--- config.mk ---
export PLATFORM = sky130hd
export DESIGN_NAME = hml_modulator
export DESIGN_NICKNAME = d
export VERILOG_FILES = /design/src/rtl/hml_pkg.sv /design/src/rtl/hml_carrier.sv /design/src/rtl/hml_stair_cell.sv /design/src/rtl/hml_pwm_cell.sv /design/src/rtl/hml_modulator.sv
export SDC_FILE = /design/constraint.sdc
export NUM_CORES = 1
export LEC_CHECK = 0
export ABC_AREA = 1
export BUFFER_PORTS_ARGS = -buffer_cell sky130_fd_sc_hd__buf_2
export CORE_MARGIN = 3
export CORE_UTILIZATION = 61
export CTS_BUF_LIST = sky130_fd_sc_hd__clkbuf_4
export DETAILED_ROUTE_END_ITERATION = 16
export PLACE_DENSITY = 0.91
export SYNTH_ARGS = -nofsm -noshare
export SYNTH_HDL_FRONTEND = slang
export SYNTH_HIERARCHICAL = 1
export SYNTH_SLANG_ARGS = --single-unit
export TNS_END_PERCENT = 10
--- constraint.sdc ---
create_clock -name clk -period 6.85 [get_ports clk]
set_input_delay 1.0275 -clock clk [delete_from_list [all_inputs] [get_ports clk]]
set_output_delay 1.0275 -clock clk [all_outputs]
set_load 0.02 [all_outputs]
--- src/rtl/hml_pkg.sv ---
package hml_pkg;

   localparam int MAX_CELLS = 8;

   // Per-cell configuration list; entries at or above the cell count are ignored.
   typedef int cell_cfg_t [MAX_CELLS];

   typedef enum logic {
      CAR_RISE = 1'b0,
      CAR_FALL = 1'b1
   } car_dir_e;

   // Twice the half-span of cells 0..upto-1, in half-p.u. units.
   function automatic int span2(cell_cfg_t lv, cell_cfg_t st, int upto);
      int acc;
      acc = 0;
      for (int k = 0; k < MAX_CELLS; k++) begin
         if (k < upto) acc += (lv[k] - 1) * st[k];
      end
      return acc;
   endfunction

   // Number of staircase thresholds of a cell with lv levels.
   function automatic int thr_count(int lv);
      return (lv % 2 == 1) ? (lv - 1) / 2 : (lv - 2) / 2;
   endfunction

endpackage

--- src/rtl/hml_carrier.sv ---
module hml_carrier
   import hml_pkg::*;
#(
   parameter int W   = 20,
   parameter int AMP = 256,
   parameter int INC = 8
) (
   input  logic                clk,
   input  logic                rst_n,
   output logic signed [W-1:0] car_o
);

   localparam logic signed [W-1:0] AMP_S = W'(AMP);
   localparam logic signed [W-1:0] INC_S = W'(INC);

   logic signed [W-1:0] car_q;
   logic signed [W-1:0] car_d;
   car_dir_e            dir_q;
   car_dir_e            dir_d;

   always_comb begin
      dir_d = dir_q;
      if (dir_q == CAR_RISE) begin
         car_d = car_q + INC_S;
         if (car_d >= AMP_S) dir_d = CAR_FALL;
      end else begin
         car_d = car_q - INC_S;
         if (car_d <= -AMP_S) dir_d = CAR_RISE;
      end
   end

   always_ff @(posedge clk or negedge rst_n) begin
      if (!rst_n) begin
         car_q <= '0;
         dir_q <= CAR_RISE;
      end else begin
         car_q <= car_d;
         dir_q <= dir_d;
      end
   end

   assign car_o = car_q;

endmodule

--- src/rtl/hml_stair_cell.sv ---
module hml_stair_cell
   import hml_pkg::*;
#(
   parameter int W      = 20,
   parameter int FRAC_W = 8,
   parameter int LVL_W  = 8,
   parameter int LEVELS = 3,
   parameter int STEP   = 1,
   parameter int BASE2  = 0
) (
   input  logic signed [W-1:0]     ref_i,
   output logic signed [LVL_W-1:0] lvl_o,
   output logic signed [W-1:0]     resid_o
);

   localparam int NTH   = thr_count(LEVELS);
   localparam int HIT_N = (NTH > 0) ? NTH : 1;
   localparam int CNT_W = $clog2(HIT_N + 1);
   localparam bit ODD   = (LEVELS % 2) == 1;

   logic                     neg;
   logic [W-1:0]             mag;
   logic [HIT_N-1:0]         hit;
   logic [CNT_W-1:0]         cnt;
   logic [LVL_W-1:0]         size;
   logic signed [W-1:0]      lvl_fx;

   assign neg = ref_i[W-1];
   assign mag = neg ? $unsigned(-ref_i) : $unsigned(ref_i);

   generate
      if (NTH == 0) begin : g_no_thr
         assign hit = '0;
      end else begin : g_thr
         for (genvar i = 0; i < NTH; i++) begin : g_cmp
            localparam int TH_HALF = ODD ? BASE2 + 2 * i * STEP
                                         : BASE2 + (2 * i + 1) * STEP;
            localparam logic [W-1:0] TH_FX = W'(TH_HALF) << FRAC_W;
            assign hit[i] = mag > TH_FX;
         end
      end
   endgenerate

   assign cnt = CNT_W'($countones(hit));

   generate
      if (ODD) begin : g_odd
         assign size = LVL_W'(2 * STEP) * LVL_W'(cnt);
      end else begin : g_even
         assign size = LVL_W'(STEP) * ((LVL_W'(cnt) << 1) + LVL_W'(1));
      end
   endgenerate

   assign lvl_o   = neg ? -$signed(size) : $signed(size);
   assign lvl_fx  = W'(lvl_o) <<< FRAC_W;
   assign resid_o = ref_i - lvl_fx;

endmodule

--- src/rtl/hml_pwm_cell.sv ---
module hml_pwm_cell #(
   parameter int W      = 20,
   parameter int FRAC_W = 8,
   parameter int LVL_W  = 8,
   parameter int LEVELS = 2
) (
   input  logic signed [W-1:0]     ref_i,
   input  logic signed [W-1:0]     car_i,
   output logic signed [LVL_W-1:0] lvl_o
);

   localparam logic signed [LVL_W-1:0] POS1 = 1;
   localparam logic signed [LVL_W-1:0] NEG1 = -1;
   localparam logic signed [LVL_W-1:0] POS2 = 2;
   localparam logic signed [LVL_W-1:0] NEG2 = -2;
   localparam logic signed [LVL_W-1:0] ZERO = 0;
   localparam logic signed [W-1:0]     HALF_FX = W'(1) <<< FRAC_W;

   generate
      if (LEVELS == 2) begin : g_two
         assign lvl_o = (ref_i > car_i) ? POS1 : NEG1;
      end else begin : g_three
         logic signed [W-1:0] up_th;
         logic signed [W-1:0] dn_th;
         assign up_th = car_i + HALF_FX;
         assign dn_th = car_i - HALF_FX;
         assign lvl_o = (ref_i > up_th) ? POS2 :
                        (ref_i < dn_th) ? NEG2 : ZERO;
      end
   endgenerate

endmodule

--- src/rtl/hml_modulator.sv ---
module hml_modulator
   import hml_pkg::*;
#(
   parameter int        NCELL       = 3,
   parameter cell_cfg_t CELL_LEVELS = '{2, 3, 5, 0, 0, 0, 0, 0},
   parameter cell_cfg_t CELL_STEPS  = '{1, 1, 3, 0, 0, 0, 0, 0},
   parameter int        REF_W       = 16,
   parameter int        FRAC_W      = 8,
   parameter int        LVL_W       = 8,
   parameter int        CAR_INC     = 8
) (
   input  logic                     clk,
   input  logic                     rst_n,
   input  logic signed [REF_W-1:0]  ref_i,
   output logic [NCELL*LVL_W-1:0]   cell_half_o,
   output logic signed [LVL_W-1:0]  phase_half_o
);

   localparam int W       = REF_W + 4;
   localparam int STOT    = span2(CELL_LEVELS, CELL_STEPS, NCELL);
   localparam int CAR_AMP = 2 ** FRAC_W;

   // Elaboration checks on the configuration.
   generate
      if (NCELL < 2 || NCELL > MAX_CELLS) begin : g_bad_ncell
         $error("cell count out of range");
      end
      if (CELL_STEPS[0] != 1) begin : g_bad_base
         $error("lowest cell step must be 1");
      end
      if (CELL_LEVELS[0] != 2 && CELL_LEVELS[0] != 3) begin : g_bad_low
         $error("lowest cell must have 2 or 3 levels");
      end
      if (CAR_INC < 1 || (CAR_AMP % CAR_INC) != 0) begin : g_bad_inc
         $error("carrier increment must divide the carrier amplitude");
      end
      if (LVL_W + FRAC_W > REF_W + 2) begin : g_bad_fx
         $error("level width too wide for the reference format");
      end
      if (STOT >= 2 ** (LVL_W - 1)) begin : g_bad_lvlw
         $error("level width too narrow for the phase span");
      end
      for (genvar j = 1; j < NCELL; j++) begin : g_cfg
         if (CELL_LEVELS[j] < 2) begin : g_bad_lv
            $error("cell needs at least 2 levels");
         end
         if (CELL_STEPS[j] < CELL_STEPS[j-1]) begin : g_bad_order
            $error("cell steps must not decrease");
         end
         if (CELL_STEPS[j] > 1 + span2(CELL_LEVELS, CELL_STEPS, j)) begin : g_bad_gap
            $error("cell step leaves a gap in the output levels");
         end
      end
   endgenerate

   logic signed [W-1:0]     chain [NCELL];
   logic signed [LVL_W-1:0] lvl_d [NCELL];
   logic signed [LVL_W-1:0] lvl_q [NCELL];
   logic signed [LVL_W-1:0] phase_d;
   logic signed [LVL_W-1:0] phase_q;
   logic signed [W-1:0]     car;

   assign chain[NCELL-1] = W'(ref_i) <<< 1;

   hml_carrier #(
      .W   (W),
      .AMP (CAR_AMP),
      .INC (CAR_INC)
   ) u_carrier (
      .clk   (clk),
      .rst_n (rst_n),
      .car_o (car)
   );

   generate
      for (genvar j = 1; j < NCELL; j++) begin : g_stair
         hml_stair_cell #(
            .W      (W),
            .FRAC_W (FRAC_W),
            .LVL_W  (LVL_W),
            .LEVELS (CELL_LEVELS[j]),
            .STEP   (CELL_STEPS[j]),
            .BASE2  (span2(CELL_LEVELS, CELL_STEPS, j))
         ) u_cell (
            .ref_i   (chain[j]),
            .lvl_o   (lvl_d[j]),
            .resid_o (chain[j-1])
         );
      end
   endgenerate

   hml_pwm_cell #(
      .W      (W),
      .FRAC_W (FRAC_W),
      .LVL_W  (LVL_W),
      .LEVELS (CELL_LEVELS[0])
   ) u_low (
      .ref_i (chain[0]),
      .car_i (car),
      .lvl_o (lvl_d[0])
   );

   always_comb begin
      phase_d = '0;
      for (int j = 0; j < NCELL; j++) phase_d = phase_d + lvl_d[j];
   end

   always_ff @(posedge clk or negedge rst_n) begin
      if (!rst_n) begin
         for (int j = 0; j < NCELL; j++) lvl_q[j] <= '0;
         phase_q <= '0;
      end else begin
         for (int j = 0; j < NCELL; j++) lvl_q[j] <= lvl_d[j];
         phase_q <= phase_d;
      end
   end

   generate
      for (genvar j = 0; j < NCELL; j++) begin : g_out
         assign cell_half_o[j*LVL_W +: LVL_W] = lvl_q[j];
      end
   endgenerate

   assign phase_half_o = phase_q;

endmodule

==> results_dict.tcl, run 1 <==
set metrics [dict create \
    status "stopped before the end" \
    stop_stage "global routing" \
    tool.error "[ERROR GRT-0232] Routing congestion too high. Check the congestion heatmap in the GUI." \
    synth_edf_count 0 \
    syn_area_per_cell_sq_um 6.55 \
    synthDistinctLibCells 44 \
    cts_hold_buf 0 \
    root_buffer "clkbuf_4" \
    gp_congestion 0.968 \
    netlist_instances 961 \
    cts_max_level 2 \
    clock_path_buffers 2 \
    ys_ff_latch 50 \
    synth_area_sq_mm 0.00629 \
    yosys_warnings 6 \
    fp.dieW_um 108 \
    cts.sink_count 50 \
    io_pins 50 \
    synth_ff_type "dfrtp_1" \
    grt_usage 0.736 \
    place_area_sq_mm 0.00749 \
    dieHeight_um 108 \
    yosys-top-cells-area "dfrtp_1, nand2_1, ha_1" \
    yosysTopAreaCell "dfrtp_1" \
    rows 36 \
    async_flop_share 1.00 \
    yosysSeqAreaShare 0.199 \
    dpl.hpwl_um 14300 \
    synth_top_area_frac 0.199 \
    postGrtWorstEndpoint "phase_half_o[7]$_DFF_PN0_/D" \
    tritoncts.num_buffers 5 \
    initial_core_util 0.635 \
    antenna_found_initial 6 \
    port_buffers 49 \
    grt_max_degree 51 \
    worst_endpoint_kind "sequential cell input" \
    grt_overflow 35 \
]
==> Yosys cell counts, types with 5 or more instances <==
library cell,instances
nand2_1,261
inv_1,129
nor2_1,101
nand3_1,68
ha_1,55
dfrtp_1,50
buf_4,39
a21oi_1,28
nand2_2,26
o21ai_0,24
nor2_2,20
nand4_1,19
xor2_1,19
xnor2_1,15
nor2_4,13
inv_2,9
nand3_2,9
o21ai_1,9
fa_1,8
nor3_1,7
nand3b_1,6
conb_1,5
==> metal layers <==
| layer | track usage | GRT overflow |
|---|---|---|
| met3 | 0.588 | 0 |
| met1 | 0.732 | 1 |
| met2 | 0.897 | 16 |
| met5 | 0.195 | 0 |
| met4 | 0.741 | 18 |
==> kinds of logic after synthesis <==
| group | Yosys count | share of synthesized area |
|---|---|---|
| mux | 1 | 0.00159 |
| compound gates | 81 | 0.0735 |
| flops | 50 | 0.199 |
| fa+ha+maj | 63 | 0.135 |
| simple gates | 539 | 0.400 |
| xor+xnor | 34 | 0.0473 |
| other cells | 5 | 0.00298 |
| buf+inv | 188 | 0.141 |
==> timing repair <==
action                                  CTS
pin swaps                                16
setup buffers                             4
gates resized for setup                  48
cloned                                    1
endpoints found under the setup margin   14
==> per-stage QoR <==
stage	utilization	setup WS [ns]	instances	hold WS, ns	TNS (ns)
2_1_floorplan	-	-1.45	964	0.484	-10.69
3_5_place_dp	0.756	-2.15	1223	0.547	-20.79
4_1_cts	0.789	-1.50	1236	0.569	-12.54
3_3_place_gp	0.756	-1.70	1223	0.519	-15.67
==> run 2: changes to the inputs <==
--- a/config.mk
+++ b/config.mk
@@ -8,10 +8,9 @@
 export ABC_AREA = 1
 export BUFFER_PORTS_ARGS = -buffer_cell sky130_fd_sc_hd__buf_2
 export CORE_MARGIN = 3
-export CORE_UTILIZATION = 61
-export CTS_BUF_LIST = sky130_fd_sc_hd__clkbuf_4
+export CORE_UTILIZATION = 40
 export DETAILED_ROUTE_END_ITERATION = 16
-export PLACE_DENSITY = 0.91
+export PLACE_DENSITY_LB_ADDON = 0.15
 export SYNTH_ARGS = -nofsm -noshare
 export SYNTH_HDL_FRONTEND = slang
 export SYNTH_HIERARCHICAL = 1
==> results_dict.tcl, run 2 <==
set metrics [dict create \
    seqCellArea_sq_mm 0.00125 \
    layout.nets 1183 \
    status "finished with violations" \
    cp_max_fo 7 \
    start_kind "input port" \
    root_buffer "clkbuf_16" \
    yosys_warnings 6 \
    grt_usage 0.186 \
    layout_commonest_cell "nand2_1" \
    critPathRequiredTime_ns 7.03 \
    vdd_drop_max_mv 0.439 \
    yosysTopAreaCell "dfrtp_1" \
    clk_pin_slew_ns 0.07 \
    cp_slowest_cell "fa_1" \
    setup_slack_ns -1.45 \
    largest_reg_flops 24 \
    yosys-top-cells-area "dfrtp_1, nand2_1, ha_1" \
    clock_path_buffers 2 \
    synth_ff_type "dfrtp_1" \
    via_count 6091 \
    ys_ff_latch 50 \
    finalSetupViolations 14 \
    tritoncts "built" \
    max_freq_mhz 120 \
    slew_headroom 0.542 \
    p_leak_nw 4.03 \
    pre_cts_ws_ns -2.00 \
    tightest_slew_ns 0.687 \
    finalClockSkew_ns 0.00702 \
    fin_crit_sh 1.21 \
    port_buffers 49 \
    drive_gt1_frac 0.287 \
    power.density_mw_per_mm2 259 \
    io_pins 50 \
    yosysMostFrequentCell "nand2_1" \
    coreArea_sq_mm 0.0153 \
    rows 45 \
    violations "setup timing" \
    antenna_found_initial 0 \
    hold_path_class "reg2reg" \
    grt_max_degree 51 \
    wire_per_inst_um 12.1 \
    endpoint_kind "flip-flop" \
    insertion_delay_ns 0.29 \
    initial_core_util 0.411 \
    dieArea_sq_mm 0.0173 \
    final.fill_count 1532 \
    hold_viol_final 0 \
    cp.arrival_ns 8.49 \
    cts_hold_buf 0 \
    grt_pass1_vias 5766 \
    multi_input_area_sq_mm 0.00445 \
    worst_hold_slack_ns 0.558 \
    area_growth_pct 25.8 \
    synth_commonest_cells "nand2_1, inv_1, nor2_1" \
    dr.pass1.iters 6 \
    cts.sink_count 50 \
    cts_max_level 2 \
    dpl.hpwl_um 13200 \
    synth_area_sq_mm 0.00629 \
    yosysSeqAreaShare 0.199 \
    gp_congestion 0.878 \
    cap_viol_max_count 0 \
    grt_overflow 0 \
    viasPerCell 4.64 \
    period_minus_slack_ns 8.30 \
    drt_iter0_drc 281 \
    grt_pass1_wl_um 27300 \
    crit_top_cell "nand2_1" \
    synth_top_area_frac 0.199 \
    syn_area_per_cell_sq_um 6.55 \
    fp.dieW_um 131 \
    drc 0 \
    slew_violations 0 \
    dieHeight_um 131 \
    tritoncts.num_buffers 5 \
    critPathMaxStageDelay_ns 0.59 \
    antenna_cells 0 \
    async_flop_share 1.00 \
    synth_edf_count 0 \
    drt_wl_total_um 15900 \
    ant_nets 0 \
    netlist_instances 961 \
    final_cell_mix "nand2_1, inv_1, buf_4" \
    rsz0062_at_grt "true" \
    synthDistinctLibCells 44 \
    worstSetupPathType "in2reg" \
]
run 2: repair_timing:
action / 4_1_cts / 5_1_grt
setup buffers: 1 / 0
pin swaps: 4 / 4
endpoints found under the setup margin: 14 / 14
gates cloned: 1 / 0
gates resized for setup: 9 / 17
run 2: routing by layer:
| metal | share of wire | track usage | wire length [um] |
|---|---|---|---|
| met1 | 0.50 | 0.260 | 7900 |
| met2 | 0.47 | 0.318 | 7550 |
| met3 | 0.026 | 0.0234 | 415 |
| met4 | 0.0050 | 0.0193 | 80 |
| met5 | 0 | 0 | 0 |
run 2: layout make-up:
| type | instances | share of cell area |
|---|---|---|
| Inverter | 139 | 0.0665 |
| Clock inverter | 2 | 0.00490 |
| Multi-Input combinational cell | 726 | 0.562 |
| Tap cell | 211 | 0.0333 |
| Timing Repair Buffer | 179 | 0.157 |
| Clock buffer | 6 | 0.0175 |
| Sequential cell | 50 | 0.158 |
| Timing Repair inverter | 1 | 0.000474 |
run 2: final timing paths:
path / from / end / slack, ns / cells past startpoint
max in group asynchronous: rst_n / phase_half_o[7]$_DFF_PN0_ / 5.57 / 2
min in group asynchronous: rst_n / u_carrier/car_o[16]$_DFF_PN0_ / 0.83 / 2
setup reg to reg: u_carrier/car_o[12]$_DFF_PN0_ / phase_half_o[7]$_DFF_PN0_ / 3.69 / 16
hold reg to reg: u_carrier/car_o[3]$_DFF_PN0_ / u_carrier/car_o[3]$_DFF_PN0_ / 0.56 / 1
hold / removal: u_carrier/car_o[3]$_DFF_PN0_ / u_carrier/car_o[3]$_DFF_PN0_ / 0.56 / 1
setup / recovery: ref_i[0] / phase_half_o[7]$_DFF_PN0_ / -1.45 / 61
run 2: per-stage QoR:
| stage | cell area (sq um) | total power [W] | setup TNS (ns) | instances | utilization |
|---|---|---|---|---|---|
| 3_5_place_dp | 7610 | 0.00166 | -20.18 | 1304 | 0.497 |
| 2_1_floorplan | 6480 | 0.00126 | -10.69 | 964 | - |
| 6_report | 7920 | 0.00205 | -12.33 | 1314 | 0.517 |
| 5_1_grt | 7920 | 0.00223 | -20.05 | 1314 | 0.517 |
| 3_3_place_gp | 7610 | 0.00166 | -20.41 | 1304 | 0.497 |
| 4_1_cts | 7860 | 0.00204 | -12.85 | 1314 | 0.513 |
run 2: kinds of logic (layout without fill, tap and decap cells):
| logic type | Yosys count | count (layout) | share of synthesized area |
|---|---|---|---|
| simple gates | 539 | 539 | 0.400 |
| fa+ha+maj | 63 | 63 | 0.135 |
| other cells | 5 | 8 | 0.00298 |
| mux | 1 | 1 | 0.00159 |
| buf+inv | 188 | 327 | 0.141 |
| flops | 50 | 50 | 0.199 |
| compound gates | 81 | 81 | 0.0735 |
| xor+xnor | 34 | 34 | 0.0473 |
run 2: critical path, delay by kind of cell:
family	cells	cell delay (ns)
fa+ha+maj	7	2.25
xor+xnor	1	0.16
compound gates	6	0.74
simple gates	37	3.47
buf+inv	10	0.81
run 2: power breakdown:
group / leakage (nW) / switching (W) / internal [W]
Combinational: 3.35 / 0.000741 / 0.000643
Clock: 0.0875 / 0.000114 / 0.000184
Sequential: 0.592 / 0.0000118 / 0.000355
Total: 4.03 / 0.000866 / 0.00118
Power figures use the tool's default switching activity.
==> run 3: changes to the inputs <==
--- a/config.mk
+++ b/config.mk
@@ -9,6 +9,7 @@
 export BUFFER_PORTS_ARGS = -buffer_cell sky130_fd_sc_hd__buf_2
 export CORE_MARGIN = 3
 export CORE_UTILIZATION = 40
+export CTS_CLUSTER_SIZE = 14
 export DETAILED_ROUTE_END_ITERATION = 16
 export PLACE_DENSITY_LB_ADDON = 0.15
 export SYNTH_ARGS = -nofsm -noshare
==> constraint.sdc (replaced) <==
create_clock -name clk -period 9.5 [get_ports clk]
set_input_delay 1.425 -clock clk [delete_from_list [all_inputs] [get_ports clk]]
set_output_delay 1.425 -clock clk [all_outputs]
set_load 0.02 [all_outputs]
==> results_dict.tcl, run 3 (synthesized netlist as in run 2, its figures left out) <==
set metrics [dict create \
    status "finished clean" \
    worst_hold_slack_ns 0.536 \
    dieArea_sq_mm 0.0173 \
    fin_crit_sh 0.929 \
    fp.dieW_um 131 \
    worstSetupPathType "in2reg" \
    power.density_mw_per_mm2 193 \
    whs_endpoint "u_carrier/car_o[3]$_DFF_PN0_" \
    dr.pass1.iters 6 \
    area_growth_pct 16.0 \
    viasPerCell 4.74 \
    io_pins 50 \
    max_freq_mhz 113 \
    finalClockSkew_ns 0.00743 \
    clk_pin_slew_ns 0.06 \
    start_kind "input port" \
    largest_reg_flops 24 \
    hold_path_depth 1 \
    slew_headroom 0.564 \
    cap_viol_max_count 0 \
    cp_max_fo 6 \
    p_sw_w 0.000623 \
    p_int_w 0.000788 \
    grt_pass1_wl_um 26300 \
    coreArea_sq_mm 0.0153 \
    r2r-start "u_carrier/car_o[13]$_DFF_PN0_" \
    period_minus_slack_ns 8.83 \
    antenna_found_initial 0 \
    swShare 0.441 \
    root_buffer "clkbuf_16" \
    dieHeight_um 131 \
    pwr-share-seq 0.188 \
    worst_r2r_path_depth 21 \
    pwr-share-comb 0.688 \
    tritoncts "built" \
    dpl.hpwl_um 12300 \
    port_buffers 49 \
    drive_gt1_frac 0.240 \
    cp_slowest_cell "fa_1" \
    layout_commonest_cell "nand2_1" \
    drt_wl_total_um 15500 \
    wire_per_inst_um 12.5 \
    layout.nets 1107 \
    place_area_sq_mm 0.00682 \
    critPathMaxStageDelay_ns 0.59 \
    grt_max_degree 51 \
    cp.arrival_ns 9.06 \
    hold_viol_final 0 \
    p_leak_nw 3.64 \
    tritoncts.num_buffers 5 \
    initial_core_util 0.411 \
    via_count 5858 \
    cts.sink_count 50 \
    grt_pass1_vias 5604 \
    fin_area_sq_mm 0.00730 \
    grt_usage 0.178 \
    cts_max_level 2 \
    rows 45 \
    endpoint_kind "flip-flop" \
    slew_violations 0 \
    insertion_delay_ns 0.29 \
    final_cell_mix "nand2_1, inv_1, nor2_1" \
    gp_congestion 0.854 \
    vdd_drop_max_mv 0.245 \
    drt_iter0_drc 327 \
    drc 0 \
    ant_nets 0 \
    crit_top_cell "nand2_1" \
    antenna_cells 0 \
    finalSetupViolations 0 \
    hold_path_class "reg2reg" \
    holdCritStartpoint "u_carrier/car_o[3]$_DFF_PN0_" \
    clock_path_buffers 2 \
    tightest_slew_ns 0.655 \
    placed_cells 1223 \
    clkPwrFrac 0.124 \
    fin_cells 1237 \
    grt_overflow 0 \
    r2r-end "phase_half_o[7]$_DFF_PN0_" \
    regToRegSetupSlack_ns 6.37 \
    critPathRequiredTime_ns 9.73 \
    cts_hold_buf 0 \
]
-- run 3: power groups by stage --
stage	sequential [W]	clock [W]	combinational, W
after global routing	0.000268	0.000190	0.00110
final	0.000265	0.000176	0.000971
after global placement	0.000269	0	0.000843
after CTS	0.000265	0.000182	0.000852
after detailed placement	0.000268	0	0.000841
after floorplan	0.000318	0	0.000563
-- run 3: how the worst max path moves through the flow --
stage | start | to | slack (ns) | cells past startpoint
2_1_floorplan | ref_i[0] | phase_half_o[7]$_DFF_PN0_ | 0.04 | 61
5_1_grt | ref_i[5] | phase_half_o[7]$_DFF_PN0_ | -0.05 | 64
3_5_place_dp | ref_i[0] | phase_half_o[5]$_DFF_PN0_ | -0.002 | 61
4_1_cts | ref_i[0] | phase_half_o[5]$_DFF_PN0_ | 0.27 | 63
6_report | ref_i[0] | phase_half_o[7]$_DFF_PN0_ | 0.67 | 61
3_3_place_gp | ref_i[0] | phase_half_o[5]$_DFF_PN0_ | 0.05 | 60
-- run 3: through the flow --
step / power, W / TNS, ns / setup WS [ns] / util
3_3_place_gp: 0.00111 / 0 / 0.0504 / 0.446
2_1_floorplan: 0.000881 / 0 / 0.0424 / -
5_1_grt: 0.00155 / -0.0507 / -0.0507 / 0.477
6_report: 0.00141 / 0 / 0.671 / 0.477
4_1_cts: 0.00130 / 0 / 0.269 / 0.455
3_5_place_dp: 0.00111 / -0.00229 / -0.00229 / 0.446
-- run 3: cell type report --
class,count,area [sq um]
inverter,139,522
sequential,50,1250
fill,1597,8010
multi-input combinational,726,4450
timing repair buffer,103,671
tap,211,264
timing repair inverter,1,7.51
clock inverter,2,13.8
clock buffer,5,125
-- run 3: repair_timing --
action,CTS,global route
buffers inserted,0,6
hold endpoints to repair,0,0
gates resized for setup,0,58
endpoints found under the setup margin,0,7
-- run 3: critical path, delay by kind of cell --
| family | cells | cell delay, ns |
|---|---|---|
| AOI/OAI and AO/OA | 6 | 0.80 |
| buffers and inverters | 9 | 1.00 |
| adders and majority gates | 6 | 2.09 |
| xor gates and xnor gates | 2 | 0.35 |
| and+or+nand+nor | 38 | 3.39 |
-- run 3: routing by layer --
layer  wire length (um)  track usage
met2               7100        0.291
met4                210       0.0333
met1               7770        0.255
met3                386       0.0222
met5                  0            0
==> run 4: changes to the inputs <==
--- a/config.mk
+++ b/config.mk
@@ -5,13 +5,13 @@
 export SDC_FILE = /design/constraint.sdc
 export NUM_CORES = 1
 export LEC_CHECK = 0
-export ABC_AREA = 1
 export BUFFER_PORTS_ARGS = -buffer_cell sky130_fd_sc_hd__buf_2
 export CORE_MARGIN = 3
-export CORE_UTILIZATION = 40
+export CORE_UTILIZATION = 45
 export CTS_CLUSTER_SIZE = 14
 export DETAILED_ROUTE_END_ITERATION = 16
 export PLACE_DENSITY_LB_ADDON = 0.15
+export SKIP_CTS_REPAIR_TIMING = 1
 export SYNTH_ARGS = -nofsm -noshare
 export SYNTH_HDL_FRONTEND = slang
 export SYNTH_HIERARCHICAL = 1
==> results_dict.tcl, run 4 <==
set metrics [dict create \
    syn_area_per_cell_sq_um 8.53 \
    start_kind "input port" \
    setup_slack_ns -1.13 \
    status "finished with violations" \
    initial_core_util 0.473 \
    tightest_slew_ns 0.826 \
    layout.nets 873 \
    dieArea_sq_mm 0.0137 \
    synth_edf_count 0 \
    grt_pass1_vias 4923 \
    pre_cts_ws_ns -1.63 \
    yosysMostFrequentCell "inv_1" \
    via_count 5086 \
    slew_headroom 0.445 \
    pwr-share-comb 0.644 \
    power_w 0.00126 \
    synth_area_sq_mm 0.00556 \
    power.density_mw_per_mm2 175 \
    rows 39 \
    yosysSeqAreaShare 0.225 \
    wire_per_inst_um 14.4 \
    cp_max_fo 9 \
    synth_commonest_cells "inv_1, ha_1, dfrtp_1" \
    yosysTopAreaCell "dfrtp_1" \
    async_flop_share 1.00 \
    io_pins 50 \
    slew_violations 0 \
    ant_nets 0 \
    yosys-top-cells-area "dfrtp_1, ha_1, buf_4" \
    cap_viol_max_count 0 \
    critPathMaxStageDelay_ns 0.58 \
    maxUsedRoutingLayer "met4" \
    finalClockSkew_ns 0.00618 \
    fp.dieW_um 117 \
    antenna_cells 0 \
    cp.arrival_ns 10.82 \
    insertion_delay_ns 0.30 \
    drt_iter0_drc 311 \
    grt_overflow 0 \
    swShare 0.390 \
    dpl.hpwl_um 10700 \
    coreArea_sq_mm 0.0118 \
    hold_viol_final 0 \
    grt_usage 0.203 \
    rsz0062_at_grt "true" \
    drive_gt1_frac 0.363 \
    violations "setup timing" \
    drc 0 \
    ys_ff_latch 50 \
    worstPathBufferInverterCount 4 \
    max_freq_mhz 94.0 \
    cts.sink_count 50 \
    viasPerCell 5.31 \
    pwr-share-seq 0.208 \
    final_cell_mix "buf_4, inv_1, dfrtp_1" \
    wl_met2_um 6770 \
    tritoncts.num_buffers 5 \
    drt-met1-wl_um 6380 \
    wl_met3_um 397 \
    endpoint_kind "flip-flop" \
    cts_max_level 2 \
    synthDistinctLibCells 88 \
    drt_wl_total_um 13800 \
    timing.critical_path.max_delay_family "compound AO/OA/AOI/OAI gates" \
    fin_crit_sh 1.12 \
    vdd_drop_max_mv 0.102 \
    tritoncts "built" \
    finalSetupViolations 7 \
    dr.pass1.iters 5 \
    synth_top_area_frac 0.225 \
    p_sw_w 0.000490 \
    synth_ff_type "dfrtp_1" \
    yosys_warnings 6 \
    dieHeight_um 117 \
    worstSetupPathType "in2reg" \
    area_growth_pct 29.1 \
    grt_max_degree 51 \
    gp_congestion 0.924 \
    critPathRequiredTime_ns 9.68 \
    port_buffers 49 \
    clkPwrFrac 0.148 \
    cp_slowest_cell "or4_4" \
    clock_path_buffers 2 \
    p_leak_nw 3.25 \
    p_int_w 0.000766 \
    hold_path_class "reg2reg" \
    layout_commonest_cell "buf_4" \
    grt_pass1_wl_um 22700 \
    netlist_instances 652 \
    period_minus_slack_ns 10.63 \
    antenna_found_initial 0 \
    clk_pin_slew_ns 0.07 \
    root_buffer "clkbuf_16" \
    largest_reg_flops 24 \
]
==> run 4: changes by cell type after synthesis, moves of 10 or more <==
cell,before,now
nor2_2,20,0
inv_1,129,56
nand2_2,26,0
nand2_1,261,34
xnor2_1,15,28
o31ai_1,0,10
nor4_1,0,16
nor2_1,101,35
nand3_1,68,22
nor3_1,7,18
nor2_4,13,0
==> run 4: metrics by stage <==
stage | TNS [ns] | util | hold WS [ns] | cells | area, sq um
floorplan | -4.75 | - | 0.539 | 658 | 5770
global placement | -8.28 | 0.571 | 0.586 | 935 | 6720
detailed placement | -12.21 | 0.571 | 0.594 | 935 | 6720
CTS | -7.99 | 0.584 | 0.611 | 943 | 6870
global route | -11.04 | 0.611 | 0.627 | 957 | 7180
finish | -6.20 | 0.611 | 0.604 | 957 | 7180
==> run 4: kinds of logic after synthesis <==
logic type	Yosys count	synth area share
AO/OA/AOI/OAI	140	0.173
XOR/XNOR	49	0.0771
adder cells (fa/ha/maj)	63	0.152
buffers and inverters	120	0.117
flip-flops	50	0.225
multiplexers	8	0.0153
other	5	0.00337
AND/OR/NAND/NOR	217	0.236
==> run 4: layer usage <==
metal | global-route usage | vias up
met4 | 0.0612 | 0
met1 | 0.268 | 2379
met3 | 0.0267 | 17
li1 | - | 2590
met5 | 0 | -
met2 | 0.347 | 100
==> run 4: power by group through the flow <==
stage	registers [W]	logic, W	clock network [W]
6_report	0.000261	0.000809	0.000186
5_1_grt	0.000267	0.000903	0.000200
3_3_place_gp	0.000265	0.000725	0
3_5_place_dp	0.000266	0.000747	0
2_1_floorplan	0.000314	0.000455	0
4_1_cts	0.000262	0.000752	0.000193
==> run 4: path summary, 6_finish.rpt <==
check                                                   from                      endpoint  slack, ns  cells past startpoint
min in group asynchronous                              rst_n     phase_half_o[5]$_DFF_PN0_       1.25                      2
worst max-delay path                                ref_i[6]     phase_half_o[7]$_DFF_PN0_      -1.13                     42
max in group asynchronous                              rst_n  u_carrier/car_o[6]$_DFF_PN0_       7.81                      2
worst min register to register  u_carrier/car_o[3]$_DFF_PN0_  u_carrier/car_o[3]$_DFF_PN0_       0.60                      1
worst min-delay path            u_carrier/car_o[3]$_DFF_PN0_  u_carrier/car_o[3]$_DFF_PN0_       0.60                      1
worst max register to register  u_carrier/car_o[7]$_DFF_PN0_     phase_half_o[7]$_DFF_PN0_       5.47                     14
==> run 4: cell type report <==
cell class	instances	area (sq um)
clock inverter	3	26.3
clock buffer	5	125
fill	1005	4580
sequential	50	1250
timing repair buffer	191	1330
inverter	56	213
multi-input combinational	488	4030
tap	164	205
==> run 4: worst register-to-register path: stages, from the launching register on <==
cell,delay [ns]
dfrtp_1,0.60
inv_1,0.10
ha_1,0.33
a21oi_2,0.14
o21ai_1,0.08
a221o_1,0.41
a2111oi_4,0.39
mux2_4,0.38
fa_1,0.53
inv_2,0.06
fa_2,0.41
nor2b_4,0.12
o31a_1,0.16
o22ai_2,0.09
xnor2_1,0.13
